<file path="config.mk">
export PLATFORM = sky130hd
export DESIGN_NAME = mdc_chain_mul
export DESIGN_NICKNAME = d
export VERILOG_FILES = /design/src/rtl/mdc_pkg.sv /design/src/rtl/mdc_mul.sv /design/src/rtl/mdc_lzc.sv /design/src/rtl/mdc_norm.sv /design/src/rtl/mdc_chain_mul.sv
export SDC_FILE = /design/constraint.sdc
export NUM_CORES = 1
export LEC_CHECK = 0
export ABC_AREA = 1
export BUFFER_PORTS_ARGS = -buffer_cell sky130_fd_sc_hd__buf_2
export CORE_ASPECT_RATIO = 1.1
export CORE_MARGIN = 2
export CORE_UTILIZATION = 40
export DETAILED_ROUTE_END_ITERATION = 6
export PLACE_DENSITY = 0.63
export SLEW_MARGIN = 30
export SYNTH_ARGS = -nofsm -noshare
export SYNTH_HDL_FRONTEND = slang
export SYNTH_SLANG_ARGS = --single-unit
</file>
<file path="constraint.sdc">
create_clock -name clk -period 3.5 [get_ports clk]
set_input_delay 0.35 -clock clk [delete_from_list [all_inputs] [get_ports clk]]
set_output_delay 0.35 -clock clk [all_outputs]
set_load 0.03 [all_outputs]
</file>
<file path="src/rtl/mdc_pkg.sv">
package mdc_pkg;
  typedef enum logic [1:0] {
    ACT_IDLE = 2'd0,
    ACT_LOAD = 2'd1,
    ACT_MUL  = 2'd2
  } act_e;
endpackage

</file>
<file path="src/rtl/mdc_mul.sv">
module mdc_mul #(
  parameter int ACC_W  = 19,
  parameter int MANT_W = 16,
  parameter int EXP_W  = 8
) (
  input  logic [ACC_W-1:0]  acc_m,
  input  logic [EXP_W-1:0]  acc_e,
  input  logic [MANT_W-1:0] op_m,
  input  logic [EXP_W-1:0]  op_e,
  output logic [ACC_W-1:0]  prod_m,
  output logic [EXP_W-1:0]  prod_e
);
  localparam int PROD_W = ACC_W + MANT_W;

  logic [PROD_W-1:0] full;

  always_comb begin
    full   = PROD_W'(acc_m) * PROD_W'(op_m);
    // fraction times fraction: keep the top ACC_W bits, no realignment
    prod_m = full[PROD_W-1 -: ACC_W];
    prod_e = acc_e + op_e;
  end
endmodule

</file>
<file path="src/rtl/mdc_lzc.sv">
module mdc_lzc #(
  parameter int W     = 19,
  parameter int CNT_W = $clog2(W + 1)
) (
  input  logic [W-1:0]     din,
  output logic [CNT_W-1:0] cnt,
  output logic             zero
);
  logic [W-1:0] hit;

  // one-hot marker of the highest set bit
  genvar g;
  generate
    for (g = 0; g < W; g++) begin : g_hit
      if (g == W - 1) begin : g_top
        assign hit[g] = din[g];
      end else begin : g_low
        assign hit[g] = din[g] & ~(|din[W-1:g+1]);
      end
    end
  endgenerate

  always_comb begin
    cnt  = CNT_W'(W);
    zero = ~(|din);
    for (int i = 0; i < W; i++) begin
      if (hit[i]) cnt = CNT_W'(W - 1 - i);
    end
  end
endmodule

</file>
<file path="src/rtl/mdc_norm.sv">
module mdc_norm #(
  parameter int ACC_W  = 19,
  parameter int MANT_W = 16,
  parameter int EXP_W  = 8
) (
  input  logic [ACC_W-1:0]  acc_m,
  input  logic [EXP_W-1:0]  acc_e,
  output logic [MANT_W-1:0] n_m,
  output logic [EXP_W-1:0]  n_e,
  output logic              n_zero
);
  localparam int CNT_W = $clog2(ACC_W + 1);

  logic [CNT_W-1:0] lz;
  logic             is_zero;
  logic [ACC_W-1:0] shifted;

  mdc_lzc #(.W(ACC_W), .CNT_W(CNT_W)) u_lzc (
    .din  (acc_m),
    .cnt  (lz),
    .zero (is_zero)
  );

  always_comb begin
    shifted = acc_m << lz;
    n_zero  = is_zero;
    if (is_zero) begin
      n_m = '0;
      n_e = '0;
    end else begin
      n_m = shifted[ACC_W-1 -: MANT_W];
      n_e = acc_e - EXP_W'(lz);
    end
  end
endmodule

</file>
<file path="src/rtl/mdc_chain_mul.sv">
module mdc_chain_mul #(
  parameter int MANT_W  = 16,
  parameter int GUARD_W = 3,
  parameter int EXP_W   = 8
) (
  input  logic              clk,
  input  logic              rst_n,
  input  logic              start,
  input  logic              mul_vld,
  input  logic              norm,
  input  logic              op_sign,
  input  logic [MANT_W-1:0] op_mant,
  input  logic [EXP_W-1:0]  op_exp,
  output logic              res_vld,
  output logic              res_sign,
  output logic [MANT_W-1:0] res_mant,
  output logic [EXP_W-1:0]  res_exp,
  output logic              ovf_risk
);
  import mdc_pkg::*;

  localparam int ACC_W     = MANT_W + GUARD_W;
  localparam int CHAIN_MAX = GUARD_W;
  localparam int CNT_W     = $clog2(CHAIN_MAX + 1);

  // reset: asynchronous assert, synchronous release
  logic [1:0] rst_sync;
  logic       rst_q_n;

  always_ff @(posedge clk or negedge rst_n) begin
    if (!rst_n) rst_sync <= 2'b00;
    else        rst_sync <= {rst_sync[0], 1'b1};
  end
  assign rst_q_n = rst_sync[1];

  // held product state
  logic [ACC_W-1:0]  acc_m_q, acc_m_d;
  logic [EXP_W-1:0]  acc_e_q, acc_e_d;
  logic              acc_s_q, acc_s_d;
  logic [CNT_W-1:0]  cnt_q, cnt_d;
  logic              ovf_q, ovf_d;
  logic              acc_en;
  act_e              act;

  logic [ACC_W-1:0]  prod_m;
  logic [EXP_W-1:0]  prod_e;
  logic [MANT_W-1:0] n_m;
  logic [EXP_W-1:0]  n_e;
  logic              n_zero;

  logic              rv_q;
  logic              rs_q, rs_d;
  logic [MANT_W-1:0] rm_q, rm_d;
  logic [EXP_W-1:0]  re_q, re_d;

  mdc_mul #(.ACC_W(ACC_W), .MANT_W(MANT_W), .EXP_W(EXP_W)) u_mul (
    .acc_m  (acc_m_q),
    .acc_e  (acc_e_q),
    .op_m   (op_mant),
    .op_e   (op_exp),
    .prod_m (prod_m),
    .prod_e (prod_e)
  );

  mdc_norm #(.ACC_W(ACC_W), .MANT_W(MANT_W), .EXP_W(EXP_W)) u_norm (
    .acc_m  (acc_m_q),
    .acc_e  (acc_e_q),
    .n_m    (n_m),
    .n_e    (n_e),
    .n_zero (n_zero)
  );

  // next state: start outranks multiply
  always_comb begin
    if (start)        act = ACT_LOAD;
    else if (mul_vld) act = ACT_MUL;
    else              act = ACT_IDLE;

    acc_m_d = acc_m_q;
    acc_e_d = acc_e_q;
    acc_s_d = acc_s_q;
    cnt_d   = cnt_q;
    ovf_d   = ovf_q;
    acc_en  = 1'b0;

    case (act)
      ACT_LOAD: begin
        acc_en  = 1'b1;
        acc_m_d = {op_mant, {GUARD_W{1'b0}}};
        acc_e_d = op_exp;
        acc_s_d = op_sign;
        cnt_d   = '0;
        ovf_d   = 1'b0;
      end
      ACT_MUL: begin
        acc_en  = 1'b1;
        acc_m_d = prod_m;
        acc_e_d = prod_e;
        acc_s_d = acc_s_q ^ op_sign;
        if (cnt_q == CNT_W'(CHAIN_MAX)) ovf_d = 1'b1;
        else                            cnt_d = cnt_q + 1'b1;
      end
      default: ;
    endcase

    rs_d = acc_s_q & ~n_zero;
    rm_d = n_m;
    re_d = n_e;
  end

  always_ff @(posedge clk or negedge rst_q_n) begin
    if (!rst_q_n) begin
      acc_m_q <= '0;
      acc_e_q <= '0;
      acc_s_q <= 1'b0;
      cnt_q   <= '0;
      ovf_q   <= 1'b0;
    end else if (acc_en) begin
      acc_m_q <= acc_m_d;
      acc_e_q <= acc_e_d;
      acc_s_q <= acc_s_d;
      cnt_q   <= cnt_d;
      ovf_q   <= ovf_d;
    end
  end

  always_ff @(posedge clk or negedge rst_q_n) begin
    if (!rst_q_n) begin
      rv_q <= 1'b0;
      rs_q <= 1'b0;
      rm_q <= '0;
      re_q <= '0;
    end else begin
      rv_q <= norm;
      if (norm) begin
        rs_q <= rs_d;
        rm_q <= rm_d;
        re_q <= re_d;
      end
    end
  end

  assign res_vld  = rv_q;
  assign res_sign = rs_q;
  assign res_mant = rm_q;
  assign res_exp  = re_q;
  assign ovf_risk = ovf_q;

  AST_LEAD_DROP: assert property (@(posedge clk) disable iff (!rst_q_n)
    (act == ACT_MUL && acc_m_q[ACC_W-1] && op_mant[MANT_W-1])
      |=> (acc_m_q[ACC_W-1] | acc_m_q[ACC_W-2]));
  AST_NORM_MSB: assert property (@(posedge clk) disable iff (!rst_q_n)
    (res_vld && res_mant != '0) |-> res_mant[MANT_W-1]);
  AST_ZERO_RES: assert property (@(posedge clk) disable iff (!rst_q_n)
    (res_vld && res_mant == '0) |-> (res_exp == '0 && !res_sign));
  AST_VLD_PULSE: assert property (@(posedge clk) disable iff (!rst_q_n)
    norm |=> res_vld);
  AST_RES_HOLD: assert property (@(posedge clk) disable iff (!rst_q_n)
    !norm |=> ($stable(res_mant) && $stable(res_exp) && !res_vld));
  AST_OVF_CLEAR: assert property (@(posedge clk) disable iff (!rst_q_n)
    start |=> !ovf_risk);
endmodule

</file>
==> results of run 1 <==
per-stage QoR:
step / TNS, ns / area, sq um
after floorplan: -29.73 / 14700
after global placement: -40.46 / 16800
after detailed placement: -41.90 / 16800
after CTS: -36.64 / 17600
after global routing: -40.32 / 18200
final: -36.99 / 18200
critical path, stage by stage (launching register included):
cell     delay [ns]
dfrtp_4        0.56
buf_6          0.17
nand2_2        0.06
inv_2          0.04
fa_1           0.49
inv_2          0.04
fa_2           0.55
fa_1           0.42
inv_2          0.07
fa_1           0.42
fa_1           0.52
inv_1          0.06
fa_1           0.50
inv_2          0.05
ha_4           0.24
a21oi_4        0.17
o21ai_2        0.09
a21oi_1        0.12
o21ai_1        0.09
a21o_1         0.23
a21oi_4        0.21
buf_6          0.13
o21ai_4        0.05
a21oi_1        0.15
o21ai_1        0.12
nand2_1        0.07
state kept, by name (all words and copies together), names as in the netlist:
name and flops:
acc_m_q 19, res_mant 16, acc_e_q 8, res_exp 8, cnt_q 2, rst_sync 2
acc_s_q 1, ovf_risk 1, res_sign 1, res_vld 1
Yosys cell counts, drive strengths merged:
master | number | area [sq um]
or2 | 5 | 31.3
nor2 | 78 | 329
a22oi | 22 | 165
xor2 | 7 | 61.3
a41oi | 1 | 8.76
ha | 118 | 1480
clkinv | 1 | 3.75
o21ai | 63 | 315
a221oi | 1 | 8.76
a21oi | 64 | 320
a211oi | 2 | 15.0
a32o | 3 | 30.0
fa | 237 | 4740
nor4 | 4 | 25.0
a2111oi | 1 | 8.76
nand3b | 7 | 52.6
xnor2 | 3 | 26.3
nand2 | 524 | 1970
a31oi | 3 | 18.8
nor3 | 12 | 60.1
and2 | 4 | 25.0
o21a | 4 | 30.0
a22o | 1 | 8.76
o31ai | 6 | 45.0
nand3 | 85 | 440
inv | 490 | 1840
conb | 1 | 3.75
o221ai | 1 | 8.76
o211ai | 2 | 20.0
o21bai | 3 | 22.5
buf | 32 | 170
o41ai | 2 | 17.5
clkbuf | 59 | 223
a21boi | 1 | 7.51
a21o | 2 | 15.0
nand4 | 25 | 171
o2111ai | 1 | 8.76
dfrtp | 59 | 1480
cells by family after synthesis:
logic type	Yosys count	synth area share [%]
xor gates and xnor gates	10	0.617
adders and majority gates	355	43.8
other	1	0.0264
buffers and inverters	582	15.7
DFF	59	10.4
and+or+nand+nor	744	21.9
AOI/OAI and AO/OA	183	7.57
final timing paths:
kind                                          end  slack, ns
max in group asynchronous  acc_m_q[7]$_DFFE_PN0P_       2.45
setup / recovery           acc_m_q[5]$_DFFE_PN0P_      -2.19
setup reg to reg           acc_m_q[5]$_DFFE_PN0P_      -2.19
min in group asynchronous   rst_sync[1]$_DFF_PN0_       0.31
hold / removal                  res_vld$_DFF_PN0_       0.22
hold reg to reg                 res_vld$_DFF_PN0_       0.33
final cells by class:
| type | instances | area share [%] |
|---|---|---|
| tap | 444 | 3.05 |
| clock buffer | 12 | 1.46 |
| inverter | 491 | 10.1 |
| sequential | 59 | 8.21 |
| clock inverter | 4 | 0.261 |
| timing repair buffer | 321 | 13.9 |
| multi-input combinational | 1293 | 63.0 |
metal layers:
metal	up-vias	wire length, um	track usage, %
met1	6518	18100	32.0
met3	92	2590	3.13
met4	0	1350	7.51
met2	390	21200	41.6
met5	-	0	0
li1	6261	-	-
what timing repair did:
| action | 4_1_cts | 5_1_grt |
|---|---|---|
| resized for setup | 97 | 156 |
| pin swaps | 23 | 53 |
| endpoints found under the hold margin | 2 | 0 |
| endpoints found under the setup margin | 22 | 23 |
| hold buffers | 1 | 0 |
| setup buffers | 22 | 13 |
==> results.md, run 1 <==
Run status:
- The flow ran to the end, but the final reports show violations.
- The final reports fail on setup timing.

Die:
- The overall die height is between 200 and 250 um.
- Once the floorplan was initialized, standard cells occupied ~40% of the core.
- The die span in x is 184 um.
- The area of the die is approximately 37000 sq um.
- The boundary pin count is 57.
- The floorplan has 72 rows.
- The core area is around 35000 sq um.

Placed design:
- The post-place setup slack is -2.29 ns.
- The final HPWL from detailed placement is between 30000 and 40000 um.
- In this run the tool buffered the top-level ports with 56 buffer cells.
- The global placement routability congestion is around 0.94.
- The instance count after placement with tap cells included is between 2000 and 3000.

Finish:
- For this run, the post-layout net count is 2560.
- The multi-input combinational cells in the finished layout cover a total of around 11000 sq um.
- The final antenna diode count is 0.
- The finished layout holds roughly 2600 standard cells, fillers aside.
- The storage element area is roughly 1500 sq um.
- The area growth from synthesis to layout is 28.3%.
- The ratio of cells with drive above 1 in the final layout is 26.4%.
- The library cells used most frequently in the layout, excluding fill and tap cells, are 484 x nand2_1, 448 x inv_1, 222 x buf_4.
- The count of filler cells inserted in the layout is between 3000 and 4000.
- The final core utilization is a little over half.
- Leaving out fill and tap cells, the most frequent cell in the layout is nand2_1.

STA:
- The worst path in the final design needs a cycle of roughly 5.7 ns, including I/O delays and setup.
- The worst slack on hold paths is about 0.22 ns.
- The final worst slack is -2.19 ns.
- Setup repair after global routing could not meet its margin everywhere.
- The max-slew violation count is 0.
- Clock skew on the completed layout was measured at around 0.011 ns.
- For this run, the top clock speed supported by timing is ~0.18 GHz.
- The worst max-slew margin expressed relative to the limit is just under 50%.
- For the pin with the worst max-slew slack, the measured transition is roughly 0.75 ns.
- In the finished design, the share of the clock period the worst path needs comes to 163%.
- The final-report hold violation count is 0.
- The final count of negative-setup-slack endpoints is 19.

Worst setup path:
- The worst register-to-register path begins at acc_m_q[7]$_DFFE_PN0P_.
- The nature of the critical path endpoint is a register.
- STA classifies the critical path startpoint as a register.
- Measured in cells, the most critical reg-to-reg path has a length of 25.
- By startpoint and endpoint, the worst setup path is classified as register to register.
- The source of the critical timing path is acc_m_q[7]$_DFFE_PN0P_.
- At the worst endpoint, the required time is 3.79 ns.
- Data arrives at the worst endpoint at between 5 and 6 ns.
- Of all nets on the critical path, the largest fanout is 6.

Routing:
- Using the TritonRoute via totals, the vias-per-cell ratio works out to between 5 and 6.
- The detailed-routing iteration count for the pre-antenna-repair pass is 5.
- For this block, the via count after detailed routing is around 13000.
- The number of remaining DRC errors is 0.
- The number of nets still failing antenna checks after routing is 0.
- After detailed routing, the average wire length per cell comes to ~16 um.
- After the first detailed-routing iteration, the DRC count stood at around 950.
- The final layout contains routed wiring with a total length of roughly 43000 um.

Clocking:
- The CTS tree is built.
- The clock-pin transition on the worst setup and hold timing paths is roughly 0.060 ns.
- The number of CTS-inserted buffers is 9.
- The H-tree was split into 3 levels.
- The buffer levels on the longest clock path is 2.
- The number of clock sinks is 59.
- At the later pin of the worst-skew pair, clock insertion delay measures about 0.36 ns.
- The tree is rooted in a clkbuf_16.

Job:
- Across the run, the number of max-cap violations was 0.

Synth:
- The post-synthesis average cell area is 7.35 sq um.
- After synthesis the cells add up to ~14000 sq um.
- The number of warning messages in the yosys log is 0.
- Counting every net in the synthesized netlist gives between 2000 and 2500.
- The number of distinct library cells after synthesis is 51.
- The synthesized instance count is between 1500 and 2000.
- The sequential share of the synthesized area is about a tenth.
- The number of register bits inferred by synthesis is 59.

Global route:
- Entering global routing, the biggest net connects 45 pins.
- The number of global-route vias before repair came to 14300.
- Across every metal layer, demand over resource in global routing totals about a quarter.
- The first global-routing pass estimated around 71000 um of wire.
- After global routing the overflow that remains totals 0.
- The number of antenna violations at the first check in global routing is 0.

Worst hold path:
- The launch instance of the worst min-delay path is norm.
- The class of the worst hold path is input pin to register.
- Along the worst hold path, the cell count comes to 1.
Power of run 1 is not shown: default switching activity piles up to over one toggle a cycle in this logic, so the estimate is an artifact.
==> run 2, diff against run 1 <==
Settings changed: CORE_MARGIN 2 to not set.
==> run 2 against run 1 <==
The run still ends with setup timing left. Clock-buffer cell count fell by 1. Wire length rose by 1.4%. Sequential share of layout area fell by 0.17 points. Via count rose by 2.0%. Die area fell by 2.1%.
==> results.md, run 2 (same netlist as run 1, synthesis figures left out) <==
Worst setup path:
- The sort of element at the start of the critical path is a register.
- The arrival time reported for the critical path endpoint is 5.83 ns (-0.15 ns).
- The nature of the critical path endpoint is a register.
- The maximum fanout encountered on the critical timing path came to 6 (unchanged).
- The maximum single-stage delay on the critical path came to 0.60 ns (+0.04 ns).
- The cell with the largest stage delay on the worst path is fa_2.
- The path type of the worst setup path is register to register.
- The critical path goes through buf_12 > buf_6 > nand2_4 > fa_1 > fa_2 > fa_2 > fa_1 > inv_2 > fa_1 > fa_2 > ha_4 > nand2_4 > nor2_4 > nand4_1 > o21ai_1 > a21o_1 > buf_4 > buf_6 > nand3_4 > nand3_2 > nand2_1 > o21ai_2.
- The required time at the worst-slack endpoint is 3.75 ns (-0.04 ns).

Finish:
- The number of flip-flops under the largest register name is 19 (unchanged).
- The number of nets at the end of the flow is 2581 (+0.82%).
- The synthesis-to-finish area growth is 30.9%.
- More flip-flops sit in one register than any other, and that register is acc_m_q.
- The top cell types in the final layout, fill and taps aside, are 484 x nand2_1, 443 x inv_1, 230 x buf_4.
- The final antenna diode count is 0 (unchanged).
- The cell area after layout is 18600 sq um (+2.0%).
- The ratio of cells with drive above 1 in the final layout came to 28.1% (+1.7 points).
- The commonest non-fill, non-tap cell in the layout is nand2_1.

Placed design:
- The post-placement cell area is 16900 sq um (+0.30%).
- The global placement routability congestion is 0.944 (+0.35%).
- The post-place setup slack was -2.27 ns (+0.0186 ns).
- The final HPWL from detailed placement is 34600 um (+0.53%).
- The count of buffers inserted at the top-level ports is 56 (unchanged).

Clocking:
- The cell chosen for the clock root is clkbuf_16.
- The buffer levels on the longest clock path is 2 (unchanged).
- The H-tree depth is 3 (unchanged).
- TritonCTS built the clock tree.
- The number of clock sinks was 59 (unchanged).
- The number of CTS-inserted buffers was 9 (unchanged).
- The clock-pin transition on the worst setup and hold timing paths is 0.06 ns (about the same).
- The clock insertion delay at the later pin of the skew report was 0.34 ns (-0.02 ns).

Die:
- The area of the die is 36300 sq um (-2.1%).
- The overall die height is 200 um (-0.99%).
- The boundary pin count is 57 (unchanged).
- The die span in x was 182 um (-1.1%).
- The initial standard-cell utilization of the core is 40.5% (unchanged).
- The number of rows in the core area came to 72 (unchanged).
- The core area is 35000 sq um (unchanged).

STA:
- The worst max-slew margin expressed relative to the limit is 46.4% (-3.1 points).
- The final worst slack was -2.07 ns (+0.119 ns).
- The fmax is 0.179 GHz (+2.1%).
- The shortest period the worst path allows was 5.57 ns (-0.119 ns).
- The max-slew violation count is 0 (unchanged).
- The worst slack on hold paths is 0.265 ns (+0.0417 ns).
- The transition time at the pin with the least slew margin came to 0.804 ns (+0.0509 ns).
- The setup TNS is -37.04 ns (-0.0503 ns).
- The final clock period utilization by the worst path came to 159% (-3.4 points).
- The final count of negative-setup-slack endpoints was 19 (unchanged).
- The post-route clock skew is 0.00730 ns (-0.00411 ns).
- Setup repair after global routing could not meet its margin everywhere.
- The final-report hold violation count is 0 (unchanged).

Routing:
- The final routed wire length divided by cell count came to 16.6 um (+0.62%).
- The vias after detailed routing was 13500 (+2.0%).
- The detailed-route wire length is 43900 um (+1.4%).
- The detailed-routing iteration count for the pre-antenna-repair pass was 5 (unchanged).
- The number of nets still failing antenna checks after routing is 0 (unchanged).
- The initial detailed-routing violation count is 831 (-13%).
- The number of remaining DRC errors is 0 (unchanged).
- The routed via count divided by cell count was 5.11 (+1.2%).

Global route:
- The global-route congestion overflow total is 0 (unchanged).
- The number of antenna violations at the first check in global routing is 0 (unchanged).
- The maximum number of pins on one net before global-route repair came to 37 (-18%).
- The overall routing resource usage is 25.4% (+1.0 points).
- The number of global-route vias before repair is 14500 (+2.0%).
- The first-pass GRT wire length is 72700 um (+1.8%).

Run status:
- The run finished, with violations left.
- The checks that failed: setup timing.

Job:
- The number of max-cap violations is 0 (unchanged).

Worst hold path:
- The class of the worst hold path is input pin to register.
run 2: final cells by class:
type | count | area, sq um
Fill cell | 3224 | 16400
Multi-Input combinational cell | 1293 | 11600
Timing Repair Buffer | 342 | 2770
Inverter | 491 | 1840
Sequential cell | 59 | 1500
Tap cell | 444 | 556
Clock buffer | 11 | 243
Clock inverter | 5 | 52.6
run 2: final timing paths:
path                                        start                       to  slack (ns)  cells past startpoint
setup / recovery           acc_m_q[8]$_DFFE_PN0P_  acc_m_q[15]$_DFFE_PN0P_       -2.07                     22
min in group asynchronous                   rst_n    rst_sync[0]$_DFF_PN0_        0.33                      2
max in group asynchronous   rst_sync[1]$_DFF_PN0_   acc_m_q[1]$_DFFE_PN0P_        2.38                      1
setup reg to reg           acc_m_q[8]$_DFFE_PN0P_  acc_m_q[15]$_DFFE_PN0P_       -2.07                     22
hold / removal                               norm        res_vld$_DFF_PN0_        0.27                      1
hold reg to reg             rst_sync[0]$_DFF_PN0_    rst_sync[1]$_DFF_PN0_        0.35                      0
run 2: per-layer routing:
metal / share of wire (%) / vias up / wire length, um / GRT usage (%)
met4: 2.5 / 0 / 1080 / 7.97
met3: 5.6 / 80 / 2440 / 2.64
met5: 0 / - / 0 / 0
met1: 41 / 6694 / 18100 / 31.9
li1: - / 6300 / - / -
met2: 51 / 455 / 22300 / 45.7
run 2: critical path: cells and delay by family (launching register included):
kind	cells	cell delay, ns
AOI/OAI and AO/OA	3	0.54
buffers and inverters	5	0.53
and+or+nand+nor	7	0.49
DFF	1	0.53
adders and majority gates	7	3.38
run 2: what timing repair did:
item / in CTS / in global routing
resized for setup: 155 / 138
hold endpoints to repair: 2 / 0
pin swaps: 54 / 60
hold buffers: 1 / 0
setup buffers: 33 / 22
setup endpoints to repair: 23 / 22
run 2: through the flow:
stage	utilization, %	cells
2_1_floorplan	-	1934
3_3_place_gp	48.2	2576
3_5_place_dp	48.2	2576
4_1_cts	51.2	2624
5_1_grt	53.1	2645
6_report	53.1	2645
Power of run 2 is left out for the same reason.
==> run 3, diff against run 2 <==
==> constraint.sdc (replaced) <==
create_clock -name clk -period 3.5 [get_ports clk]
set_input_delay 0.7 -clock clk [delete_from_list [all_inputs] [get_ports clk]]
set_output_delay 0.7 -clock clk [all_outputs]
set_load 0.03 [all_outputs]
==> run 3 against run 2 <==
The flow still finishes with violations (setup timing). Clock skew is essentially flat. Wire length shrank 1.4%. Sequential share of layout area is essentially flat. Die area is the same.
==> results.md, run 3 (same netlist as run 1, synthesis figures left out) <==
STA:
- The final worst slack came to -2.10 ns (-0.0308 ns).
- Setup repair after global routing could not meet its margin everywhere.
- The fmax came to 0.178 GHz (-0.55%).
- The max-slew violation count is 0 (unchanged).
- The final clock period utilization by the worst path is 160% (+0.88 points).
- The post-route clock skew is 0.00735 ns (+0.0000488 ns).
- The worst max-slew margin expressed relative to the limit is 52.4% (+6.1 points).
- The final count of negative-setup-slack endpoints is 20 (+1).
- The worst slack on hold paths was 0.123 ns (-0.143 ns).
- The final-report hold violation count came to 0 (unchanged).
- The shortest period the worst path allows came to 5.60 ns (+0.0308 ns).
- The transition time at the pin with the least slew margin came to 0.709 ns (-0.0952 ns).

Run status:
- The flow ran to the end, but the final reports show violations.
- The final reports fail on setup timing.

Worst setup path:
- The path type of the worst setup path is input pin to register.
- STA classifies the critical path startpoint as an input pin.
- The arrival time reported for the critical path endpoint was 5.82 ns (about the same).
- The startpoint of the worst-slack reg-to-reg timing path is acc_m_q[7]$_DFFE_PN0P_.
- The endpoint of the worst register-to-register path is acc_m_q[3]$_DFFE_PN0P_.
- The worst setup path is captured at a register.
- The reg2reg setup slack was -2.10 ns (-0.03 ns).
- The end of the critical path is acc_m_q[3]$_DFFE_PN0P_.
- The maximum fanout encountered on the critical timing path is 7 (+1).
- The required time at the worst-slack endpoint is 3.72 ns (-0.03 ns).
- The worst-case reg-to-reg path depth is 22 (unchanged).
- The most critical setup path has its startpoint at op_mant[6].

Die:
- The area of the die came to 36300 sq um (unchanged).
- The number of rows in the core area came to 72 (unchanged).
- The boundary pin count is 57 (unchanged).
- The core area is 35000 sq um (unchanged).
- The overall die height is 200 um (unchanged).
- The initial standard-cell utilization of the core is 40.5% (unchanged).
- The die span in x is 182 um (unchanged).

Placed design:
- The final HPWL from detailed placement was 35000 um (+1.3%).
- The count of buffers inserted at the top-level ports is 56 (unchanged).
- The global placement routability congestion was 0.929 (-1.6%).

Job:
- The number of max-cap violations is 0 (unchanged).

Finish:
- The final core utilization is 53.2% (+0.15 points).
- The synthesis-to-finish area growth is 31.3%.
- Leaving out fill and tap cells, the most frequent cell in the layout is nand2_1.
- The register with the most flip-flops is acc_m_q.
- The library cells used most frequently in the layout, excluding fill and tap cells, are 465 x nand2_1, 436 x inv_1, 245 x buf_4.
- The number of nets at the end of the flow is 2575 (-0.23%).
- The number of flip-flops under the largest register name is 19 (unchanged).
- The ratio of cells with drive above 1 in the final layout is 29.5% (+1.4 points).

Routing:
- The number of nets still failing antenna checks after routing was 0 (unchanged).
- The met1 wire length is 18700 um (+3.4%).
- The number of remaining DRC errors was 0 (unchanged).
- The initial detailed-routing violation count is 857 (+3.1%).
- The vias after detailed routing is 13300 (-1.7%).
- The detailed-routing iteration count for the pre-antenna-repair pass is 6 (+1).
- The met3 routed wirelength was 2770 um (+13%).
- The final routed wire length divided by cell count was 16.4 um (-1.2%).
- The detailed-routed wire length on met2 came to 20900 um (-6.1%).
- The routed via count divided by cell count is 5.04 (-1.5%).
- The detailed-route wire length is 43200 um (-1.4%).
- The top layer reached by signal wires is met4.

Clocking:
- The number of CTS-inserted buffers is 9 (unchanged).
- The clock insertion delay at the later pin of the skew report is 0.35 ns (about the same).
- The buffer levels on the longest clock path is 2 (unchanged).
- The cell chosen for the clock root is clkbuf_16.
- The CTS tree is built.
- The number of clock sinks is 59 (unchanged).
- The hold-fix buffer count after cts is 0 (-1).
- The H-tree depth came to 3 (unchanged).
- The clock-pin transition on the worst setup and hold timing paths was 0.06 ns (about the same).

Global route:
- The number of global-route vias before repair is 13700 (-5.4%).
- The maximum number of pins on one net before global-route repair is 40 (+8.1%).
- The first-pass GRT wire length is 69800 um (-4.0%).
- The number of antenna violations at the first check in global routing is 1 (+1).
- The overall routing resource usage is 24.5% (-0.90 points).
- The global-route congestion overflow total is 0 (unchanged).

Worst hold path:
- The class of the worst hold path is input pin to async pin.
-- run 3: changes by cell type in the layout (fill, tap and decap cells not counted), moves of 8 or more --
cell and delta:
buf_4 +15, nor2_1 -10, nor2_2 +8, nand2_2 +21, buf_2 -10, nand2_1 -19
-- run 3: worst min path at each step --
| stage | from | end | slack (ns) | cells past startpoint |
|---|---|---|---|---|
| final | rst_n | rst_sync[1]$_DFF_PN0_ | 0.12 | 1 |
| after global routing | rst_n | rst_sync[1]$_DFF_PN0_ | 0.12 | 1 |
| after CTS | rst_n | rst_sync[1]$_DFF_PN0_ | 0.11 | 1 |
| after detailed placement | rst_sync[0]$_DFF_PN0_ | rst_sync[1]$_DFF_PN0_ | 0.34 | 0 |
| after global placement | rst_sync[0]$_DFF_PN0_ | rst_sync[1]$_DFF_PN0_ | 0.34 | 0 |
| after floorplan | rst_sync[0]$_DFF_PN0_ | rst_sync[1]$_DFF_PN0_ | 0.33 | 0 |
-- run 3: per-layer routing --
| metal | GRT usage [%] | vias to the layer above |
|---|---|---|
| met1 | 32.5 | 6536 |
| met3 | 3.70 | 58 |
| met2 | 41.7 | 416 |
| met4 | 6.28 | 0 |
| li1 | - | 6295 |
| met5 | 0 | - |
-- run 3: cell type report --
type	instances	area (sq um)
fill	3237	16400
multi-input combinational	1293	11800
timing repair buffer	336	2700
inverter	491	1840
sequential	59	1490
tap	444	556
clock buffer	9	225
clock inverter	7	76.3
antenna	1	2.50
-- run 3: worst max-delay path, cell delays in order --
cell      delay [ns]
clkbuf_4        0.15
buf_6           0.15
nand2_2         0.07
inv_2           0.04
fa_1            0.54
inv_2           0.04
fa_2            0.53
fa_2            0.44
fa_1            0.54
inv_2           0.06
fa_1            0.57
fa_1            0.47
ha_4            0.34
nand2_4         0.07
nor2_4          0.12
nand4_1         0.09
o21ai_1         0.17
a21o_1          0.20
a21oi_4         0.09
o21ai_2         0.15
a21oi_1         0.07
o21ai_1         0.11
nand2_1         0.08
-- run 3: repair_timing --
action                                  4_1_cts  5_1_grt
gates resized for setup                     129      190
endpoints found under the setup margin       22       23
pin swaps                                    49       87
setup buffers                                33       23
gates cloned                                  0        1
-- run 3: per-stage QoR --
| stage | instances | TNS (ns) | instance area, sq um | setup slack, ns |
|---|---|---|---|---|
| floorplan | 1934 | -33.67 | 14800 | -1.98 |
| global placement | 2569 | -45.54 | 16800 | -2.55 |
| detailed placement | 2569 | -45.59 | 16800 | -2.55 |
| CTS | 2616 | -37.89 | 17800 | -2.14 |
| global route | 2639 | -41.77 | 18600 | -2.30 |
| finish | 2640 | -38.00 | 18600 | -2.10 |
Power of run 3 is left out for the same reason.
